$ cat config.mk
export PLATFORM = sky130hd
export DESIGN_NAME = acc24_core
export DESIGN_NICKNAME = d
export VERILOG_FILES = /design/src/rtl/acc24_pkg.sv /design/src/rtl/acc24_decode.sv /design/src/rtl/acc24_alu.sv /design/src/rtl/acc24_cond.sv /design/src/rtl/acc24_core.sv
export SDC_FILE = /design/constraint.sdc
export NUM_CORES = 2
export LEC_CHECK = 0
export BUFFER_PORTS_ARGS = -buffer_cell sky130_fd_sc_hd__buf_2
export CAP_MARGIN = 30
export CORE_ASPECT_RATIO = 1.25
export CORE_MARGIN = 2
export CORE_UTILIZATION = 55
export DETAILED_ROUTE_END_ITERATION = 6
export GPL_TIMING_DRIVEN = 0
export PLACE_DENSITY = 0.71
export SETUP_SLACK_MARGIN = 0.02
export SYNTH_ARGS = -nofsm -noshare
export SYNTH_HDL_FRONTEND = slang
export SYNTH_SLANG_ARGS = --single-unit
$ cat constraint.sdc
create_clock -name clk -period 130.6 [get_ports clk]
set_input_delay 6.53 -clock clk [delete_from_list [all_inputs] [get_ports clk]]
set_output_delay 6.53 -clock clk [all_outputs]
set_load 0.01 [all_outputs]
$ cat src/rtl/acc24_pkg.sv
// Shared constants and types for the 24-bit accumulator core.
// Assumes an instruction word is exactly opcode + index flag + address field.
package acc24_pkg;
    parameter int WORD_W = 24;
    parameter int BYTE_W = 8;
    parameter int ADDR_W = 15;
    localparam int WBYTES = WORD_W / BYTE_W;
    localparam int CNT_W  = $clog2(WBYTES + 1);

    localparam logic [7:0] OP_LDA  = 8'h00;
    localparam logic [7:0] OP_LDX  = 8'h04;
    localparam logic [7:0] OP_LDL  = 8'h08;
    localparam logic [7:0] OP_STA  = 8'h0C;
    localparam logic [7:0] OP_STX  = 8'h10;
    localparam logic [7:0] OP_STL  = 8'h14;
    localparam logic [7:0] OP_ADD  = 8'h18;
    localparam logic [7:0] OP_SUB  = 8'h1C;
    localparam logic [7:0] OP_MUL  = 8'h20;
    localparam logic [7:0] OP_DIV  = 8'h24;
    localparam logic [7:0] OP_COMP = 8'h28;
    localparam logic [7:0] OP_TIX  = 8'h2C;
    localparam logic [7:0] OP_JEQ  = 8'h30;
    localparam logic [7:0] OP_JGT  = 8'h34;
    localparam logic [7:0] OP_JLT  = 8'h38;
    localparam logic [7:0] OP_J    = 8'h3C;
    localparam logic [7:0] OP_JSUB = 8'h48;
    localparam logic [7:0] OP_RSUB = 8'h4C;
    localparam logic [7:0] OP_LDCH = 8'h50;
    localparam logic [7:0] OP_STCH = 8'h54;
    localparam logic [7:0] OP_RD   = 8'hD8;
    localparam logic [7:0] OP_WD   = 8'hDC;
    localparam logic [7:0] OP_TD   = 8'hE0;

    typedef enum logic [1:0] {CC_EQ = 2'b00, CC_LT = 2'b01, CC_GT = 2'b10} cc_t;

    typedef enum logic [2:0] {
        ST_FETCH, ST_DECODE, ST_RDMEM, ST_WRMEM, ST_EXEC, ST_HALT
    } state_t;

    // Memory traffic class of one operation code
    typedef struct packed {
        logic legal;
        logic rd;
        logic wr;
        logic one_byte;
    } opclass_t;
endpackage

$ cat src/rtl/acc24_decode.sv
// Classifies an operation code: legal or not, memory read or write, byte or word.
// Assumes: pure combinational, no state.
module acc24_decode
    import acc24_pkg::*;
(
    input  logic [7:0] opcode,
    output opclass_t   cls
);
    // Map each code to its memory traffic class
    always_comb begin
        cls = '0;
        unique case (opcode)
            OP_LDA, OP_LDX, OP_LDL, OP_ADD, OP_SUB, OP_MUL, OP_DIV,
            OP_COMP, OP_TIX:
                cls = '{legal: 1'b1, rd: 1'b1, wr: 1'b0, one_byte: 1'b0};
            OP_LDCH:
                cls = '{legal: 1'b1, rd: 1'b1, wr: 1'b0, one_byte: 1'b1};
            OP_STA, OP_STX, OP_STL:
                cls = '{legal: 1'b1, rd: 1'b0, wr: 1'b1, one_byte: 1'b0};
            OP_STCH:
                cls = '{legal: 1'b1, rd: 1'b0, wr: 1'b1, one_byte: 1'b1};
            OP_JEQ, OP_JGT, OP_JLT, OP_J, OP_JSUB, OP_RSUB,
            OP_RD, OP_WD, OP_TD:
                cls = '{legal: 1'b1, rd: 1'b0, wr: 1'b0, one_byte: 1'b0};
            default:
                cls = '0;
        endcase
    end
endmodule

$ cat src/rtl/acc24_alu.sv
// Arithmetic and comparison for the accumulator core.
// Assumes two's complement operands; comparisons are signed; results keep low W bits.
module acc24_alu
    import acc24_pkg::*;
#(
    parameter int W = WORD_W
) (
    input  logic [7:0]   opcode,
    input  logic [W-1:0] acc,
    input  logic [W-1:0] idx,
    input  logic [W-1:0] opnd,
    output logic [W-1:0] result,
    output logic [W-1:0] idx_inc,
    output cc_t          cc,
    output logic         div_zero
);
    logic [W-1:0] cmp_lhs;

    // Signed three-way compare of two words
    function automatic cc_t cmp3(input logic [W-1:0] l, input logic [W-1:0] r);
        if ($signed(l) < $signed(r))      return CC_LT;
        else if (l == r)                  return CC_EQ;
        else                              return CC_GT;
    endfunction

    assign idx_inc  = idx + W'(1);
    assign div_zero = (opnd == '0);
    assign cmp_lhs  = (opcode == OP_TIX) ? idx_inc : acc;
    assign cc       = cmp3(cmp_lhs, opnd);

    // Select the arithmetic result for A
    always_comb begin
        unique case (opcode)
            OP_ADD:  result = acc + opnd;
            OP_SUB:  result = acc - opnd;
            OP_MUL:  result = acc * opnd;
            OP_DIV:  result = div_zero ? acc : W'($signed(acc) / $signed(opnd));
            default: result = acc;
        endcase
    end
endmodule

$ cat src/rtl/acc24_cond.sv
// Decides whether a control-transfer code changes the program counter.
// Assumes only jump and linkage codes ever reach take = 1.
module acc24_cond
    import acc24_pkg::*;
(
    input  logic [7:0] opcode,
    input  cc_t        cc,
    output logic       take
);
    // Match the condition code against the jump kind
    always_comb begin
        unique case (opcode)
            OP_JLT:               take = (cc == CC_LT);
            OP_JEQ:               take = (cc == CC_EQ);
            OP_JGT:               take = (cc == CC_GT);
            OP_J, OP_JSUB:        take = 1'b1;
            default:              take = 1'b0;
        endcase
    end
endmodule

$ cat src/rtl/acc24_core.sv
// Multi-cycle accumulator processor: fetch three bytes, decode, optional memory
// read or write one byte per cycle, execute. Assumes memory read data arrives one
// cycle after the read strobe and writes complete in the strobe cycle.
module acc24_core
    import acc24_pkg::*;
(
    input  logic                clk,
    input  logic                rst_n,
    output logic [ADDR_W-1:0]   mem_addr,
    output logic                mem_rd_en,
    output logic                mem_wr_en,
    output logic [BYTE_W-1:0]   mem_wdata,
    input  logic [BYTE_W-1:0]   mem_rdata,
    output logic [7:0]          dev_sel,
    input  logic                dev_ready,
    output logic                dev_rd,
    output logic                dev_wr,
    output logic [BYTE_W-1:0]   dev_wdata,
    input  logic [BYTE_W-1:0]   dev_rdata,
    output logic                halt,
    output logic                div_err
);
    localparam int OPC_LSB = WORD_W - 8;

    state_t               state;
    logic [CNT_W-1:0]     cnt;
    logic [CNT_W-1:0]     nbytes;
    logic [WORD_W-1:0]    ir, opw, wbuf;
    logic [WORD_W-1:0]    reg_a, reg_x, reg_l;
    logic [ADDR_W-1:0]    pc, ta_q, ta;
    cc_t                  cc;
    logic                 err_q;

    logic [7:0]           opcode;
    opclass_t             cls;
    logic [WORD_W-1:0]    alu_res, x_inc;
    cc_t                  alu_cc;
    logic                 alu_dz, jmp_take;

    assign opcode = ir[OPC_LSB +: 8];
    // Target address: field plus X when indexed, wrapping at ADDR_W bits
    assign ta = ir[ADDR_W-1:0] + (ir[ADDR_W] ? reg_x[ADDR_W-1:0] : '0);

    acc24_decode u_dec (.opcode(opcode), .cls(cls));

    acc24_alu #(.W(WORD_W)) u_alu (
        .opcode(opcode), .acc(reg_a), .idx(reg_x), .opnd(opw),
        .result(alu_res), .idx_inc(x_inc), .cc(alu_cc), .div_zero(alu_dz)
    );

    acc24_cond u_cond (.opcode(opcode), .cc(cc), .take(jmp_take));

    // Memory port drive for fetch, operand read and store phases
    always_comb begin
        mem_rd_en = 1'b0;
        mem_wr_en = 1'b0;
        mem_addr  = ta_q + ADDR_W'(cnt);
        mem_wdata = wbuf[WORD_W-1 -: BYTE_W];
        unique case (state)
            ST_FETCH: begin
                mem_addr  = pc + ADDR_W'(cnt);
                mem_rd_en = (cnt < CNT_W'(WBYTES));
            end
            ST_RDMEM: mem_rd_en = (cnt < nbytes);
            ST_WRMEM: mem_wr_en = 1'b1;
            default: ;
        endcase
    end

    assign dev_sel   = ta_q[7:0];
    assign dev_rd    = (state == ST_EXEC) && (opcode == OP_RD);
    assign dev_wr    = (state == ST_EXEC) && (opcode == OP_WD);
    assign dev_wdata = reg_a[BYTE_W-1:0];
    assign halt      = (state == ST_HALT);
    assign div_err   = err_q;

    // Sequencer and architectural register updates
    always_ff @(posedge clk) begin
        if (!rst_n) begin
            state  <= ST_FETCH;
            cnt    <= '0;
            nbytes <= '0;
            ir     <= '0;
            opw    <= '0;
            wbuf   <= '0;
            reg_a  <= '0;
            reg_x  <= '0;
            reg_l  <= '0;
            pc     <= '0;
            ta_q   <= '0;
            cc     <= CC_EQ;
            err_q  <= 1'b0;
        end else begin
            unique case (state)
                ST_FETCH: begin
                    if (cnt != '0) ir <= {ir[WORD_W-BYTE_W-1:0], mem_rdata};
                    if (cnt == CNT_W'(WBYTES)) begin
                        cnt   <= '0;
                        state <= ST_DECODE;
                    end else begin
                        cnt <= cnt + 1'b1;
                    end
                end
                ST_DECODE: begin
                    ta_q   <= ta;
                    pc     <= pc + ADDR_W'(WBYTES);
                    opw    <= '0;
                    nbytes <= cls.one_byte ? CNT_W'(1) : CNT_W'(WBYTES);
                    unique case (opcode)
                        OP_STX:  wbuf <= reg_x;
                        OP_STL:  wbuf <= reg_l;
                        OP_STCH: wbuf <= {reg_a[BYTE_W-1:0], {(WORD_W-BYTE_W){1'b0}}};
                        default: wbuf <= reg_a;
                    endcase
                    if (!cls.legal)  state <= ST_HALT;
                    else if (cls.rd) state <= ST_RDMEM;
                    else if (cls.wr) state <= ST_WRMEM;
                    else             state <= ST_EXEC;
                end
                ST_RDMEM: begin
                    if (cnt != '0) opw <= {opw[WORD_W-BYTE_W-1:0], mem_rdata};
                    if (cnt == nbytes) begin
                        cnt   <= '0;
                        state <= ST_EXEC;
                    end else begin
                        cnt <= cnt + 1'b1;
                    end
                end
                ST_WRMEM: begin
                    wbuf <= {wbuf[WORD_W-BYTE_W-1:0], {BYTE_W{1'b0}}};
                    if (cnt == nbytes - 1'b1) begin
                        cnt   <= '0;
                        state <= ST_FETCH;
                    end else begin
                        cnt <= cnt + 1'b1;
                    end
                end
                ST_EXEC: begin
                    state <= ST_FETCH;
                    unique case (opcode)
                        OP_LDA:  reg_a <= opw;
                        OP_LDX:  reg_x <= opw;
                        OP_LDL:  reg_l <= opw;
                        OP_LDCH: reg_a[BYTE_W-1:0] <= opw[BYTE_W-1:0];
                        OP_ADD, OP_SUB, OP_MUL: reg_a <= alu_res;
                        OP_DIV: begin
                            if (alu_dz) err_q <= 1'b1;
                            else        reg_a <= alu_res;
                        end
                        OP_COMP: cc <= alu_cc;
                        OP_TIX: begin
                            reg_x <= x_inc;
                            cc    <= alu_cc;
                        end
                        OP_JSUB: begin
                            reg_l <= WORD_W'(pc);
                            pc    <= ta_q;
                        end
                        OP_RSUB: pc <= reg_l[ADDR_W-1:0];
                        OP_TD:   cc <= dev_ready ? CC_LT : CC_EQ;
                        OP_RD:   reg_a[BYTE_W-1:0] <= dev_rdata;
                        default: if (jmp_take) pc <= ta_q;
                    endcase
                end
                default: state <= ST_HALT;
            endcase
        end
    end
endmodule

==> flow_metrics.env <==
export IMPL_hold_viol=0
export IMPL_worst_slew_pin_transition_ns=1.14
export IMPL_critPathMostFrequentCell="ha_1"
export IMPL_layout_commonest_cell="nand2_1"
export IMPL_route_detailed_drc=2
export IMPL_drtIter0Drc=4545
export IMPL_setup_viol=0
export IMPL_dp_hpwl_mm=128
export IMPL_first_pass_iters=7
export IMPL_fmax_mhz=13.2
export IMPL_min_path_cells=2
export IMPL_die_w_um=244
export IMPL_drtAntennaViolNets=0
export IMPL_setup_ws_ns=54.97
export IMPL_max_stage_delay_ns=0.86
export IMPL_cts_setup_buffers=0
export IMPL_synthFlopType="dfxtp_1"
export IMPL_ys_seq_area_frac=0.0933
export IMPL_finalWirelength_mm=160
export IMPL_final_layout_size_suffix_gt1_frac=0.0582
export IMPL_synthTopCellsByArea="ha_1 (14%), fa_1 (11%), dfxtp_1 (9.3%)"
export IMPL_portBuffers=62
export IMPL_cts_tree="built"
export IMPL_syn_nets=6066
export IMPL_critPathKind="flip-flop to flip-flop"
export IMPL_slew_headroom=0.241
export IMPL_cp_required_ns=131.00
export IMPL_avgRoutedWirePerCell_um=24.8
export IMPL_cp_data_arrival_time_ns=76.03
export IMPL_num_vias=42119
export IMPL_hold_class="flip-flop to flip-flop"
export IMPL_rsz0062_at_grt="no"
export IMPL_crit_fanout=25
export IMPL_avgViaCountPerCell=6.52
export IMPL_fin_crit_sh=0.579
export IMPL_grt_pass1_wl_mm=242
export IMPL_violations="DRC"
export IMPL_start_util=0.556
export IMPL_period_needed_ns=75.63
export IMPL_root_buffer="clkbuf_16"
export IMPL_cp_slowest_cell="a41oi_1"
export IMPL_syn2layout_area_growth_pct=7.10
export IMPL_syn_instance_count=5374
export IMPL_gr_usage_all_layers=0.428
export IMPL_outcome="finished, violations left"
export IMPL_gp_congestion=1.08
export IMPL_fin_nets=6197
export IMPL_clkTransAtPathRegs_ns=0.08
export IMPL_clkLatencyLatePin_ns=0.47
export IMPL_utilization=0.596
export IMPL_yosys_warnings=0
export IMPL_synth_area_sq_um=39500
export IMPL_slew_violations=0
export IMPL_cts_htree_levels=4
export IMPL_core_sq_um=70900
export IMPL_synth_edf_count=0
export IMPL_numCtsBuffers=17
export IMPL_die_h_um=303
export IMPL_setup_tns_final_ns=0
export IMPL_core_rowCount=109
export IMPL_cts_hold_buf=0
export IMPL_grt_ovfl_total=0
export IMPL_synth_top_cell_by_area="ha_1"
export IMPL_io_pin_count=64
export IMPL_ys_types=89
export IMPL_grt_pass1_vias=40672
export IMPL_r2r_cells=237
export IMPL_grt_max_degree=26
export IMPL_clkSinkCount=184
export IMPL_synth_top_area_share=0.145
export IMPL_ys_ff_latch=184
export IMPL_fin_skew_ns=0.0176
export IMPL_cap_viol_max_count=0
export IMPL_async_flop_share=0
export IMPL_place_ws_ns=57.82
export IMPL_post_cts_resized=0
export IMPL_critical_path_endpoint_type="flip-flop"
export IMPL_start_kind="flip-flop"
export IMPL_synth_area_per_cell_sq_um=7.34
export IMPL_antenna_found_initial=4
export IMPL_final_cell_mix="nand2_1 (708), ha_1 (457), nor2_1 (381)"
export IMPL_die_area_sq_um=73900
export IMPL_cts_path_max_buffers=2
## flip-flops by register name, summed over array words and instances, names as in the netlist
signal   count
cc           2
cnt          2
div_err      1
ir          24
nbytes       2
opw         24
pc          15
reg_a       24
reg_l       24
reg_x       24
state        3
ta_q        15
wbuf        24
## layout make-up
cell class | instances | area, sq um
Antenna cell | 1 | 2.50
Buffer | 309 | 1270
Clock buffer | 17 | 425
Clock inverter | 14 | 164
Fill cell | 6887 | 28700
Inverter | 372 | 1400
Multi-Input combinational cell | 4509 | 33200
Sequential cell | 184 | 3680
Tap cell | 943 | 1180
Timing Repair Buffer | 112 | 937
## worst paths after layout
check / from / end / slack [ns]
setup / recovery: opw[0] / reg_a[14] / 54.97
hold / removal: wbuf[15] / wbuf[15] / 0.46
setup reg to reg: opw[0] / reg_a[14] / 54.97
hold reg to reg: wbuf[15] / wbuf[15] / 0.46
## critical path: cells and delay by family (launching register included)
family                   cells  cell delay [ns]
AO/OA/AOI/OAI              104            32.60
AND/OR/NAND/NOR             68            17.41
buffers and inverters       35            14.43
adder cells (fa/ha/maj)     25             8.14
multiplexers                 4             1.63
flip-flops                   1             0.60
XOR/XNOR                     1             0.48
## through the flow
step / hold slack, ns / instance area (sq um) / instances
2_1_floorplan: 0.441 / 39500 / 5374
3_3_place_gp: 0.451 / 41000 / 6379
3_5_place_dp: 0.456 / 41600 / 6420
4_1_cts: 0.466 / 42200 / 6451
5_1_grt: 0.479 / 42300 / 6460
6_report: 0.463 / 42300 / 6461
## synth_stat cells, types with 59 or more instances
master / n
o21a_1: 81
mux2i_1: 59
o211ai_1: 65
nor2_1: 381
xor2_1: 133
a21o_1: 68
dfxtp_1: 184
nand3_1: 164
fa_1: 216
inv_1: 361
nor3_1: 125
a21boi_0: 89
a21oi_1: 328
clkbuf_1: 251
o21ai_0: 286
xnor2_1: 256
a31oi_1: 67
nand2_1: 708
and2_1: 171
ha_1: 457
## logic make-up (layout without fill, tap and decap cells)
family	after synthesis	in the layout	synth area share
multiplexers	117	117	0.0318
AO/OA/AOI/OAI	1381	1381	0.232
other	0	1	0
flip-flops	184	184	0.0933
AND/OR/NAND/NOR	1949	1949	0.234
buffers and inverters	681	824	0.0676
adder cells (fa/ha/maj)	673	673	0.254
XOR/XNOR	389	389	0.0863
## metal layers
layer / GRT usage / routed length (um) / up-vias
met5: 0 / 11 / -
met1: 0.507 / 60500 / 19794
met2: 0.690 / 70700 / 2352
met3: 0.0780 / 14500 / 753
li1: - / - / 19218
met4: 0.331 / 14600 / 2
Power is not shown: default switching activity piles up to over one toggle a cycle in this logic, so the estimate is an artifact.
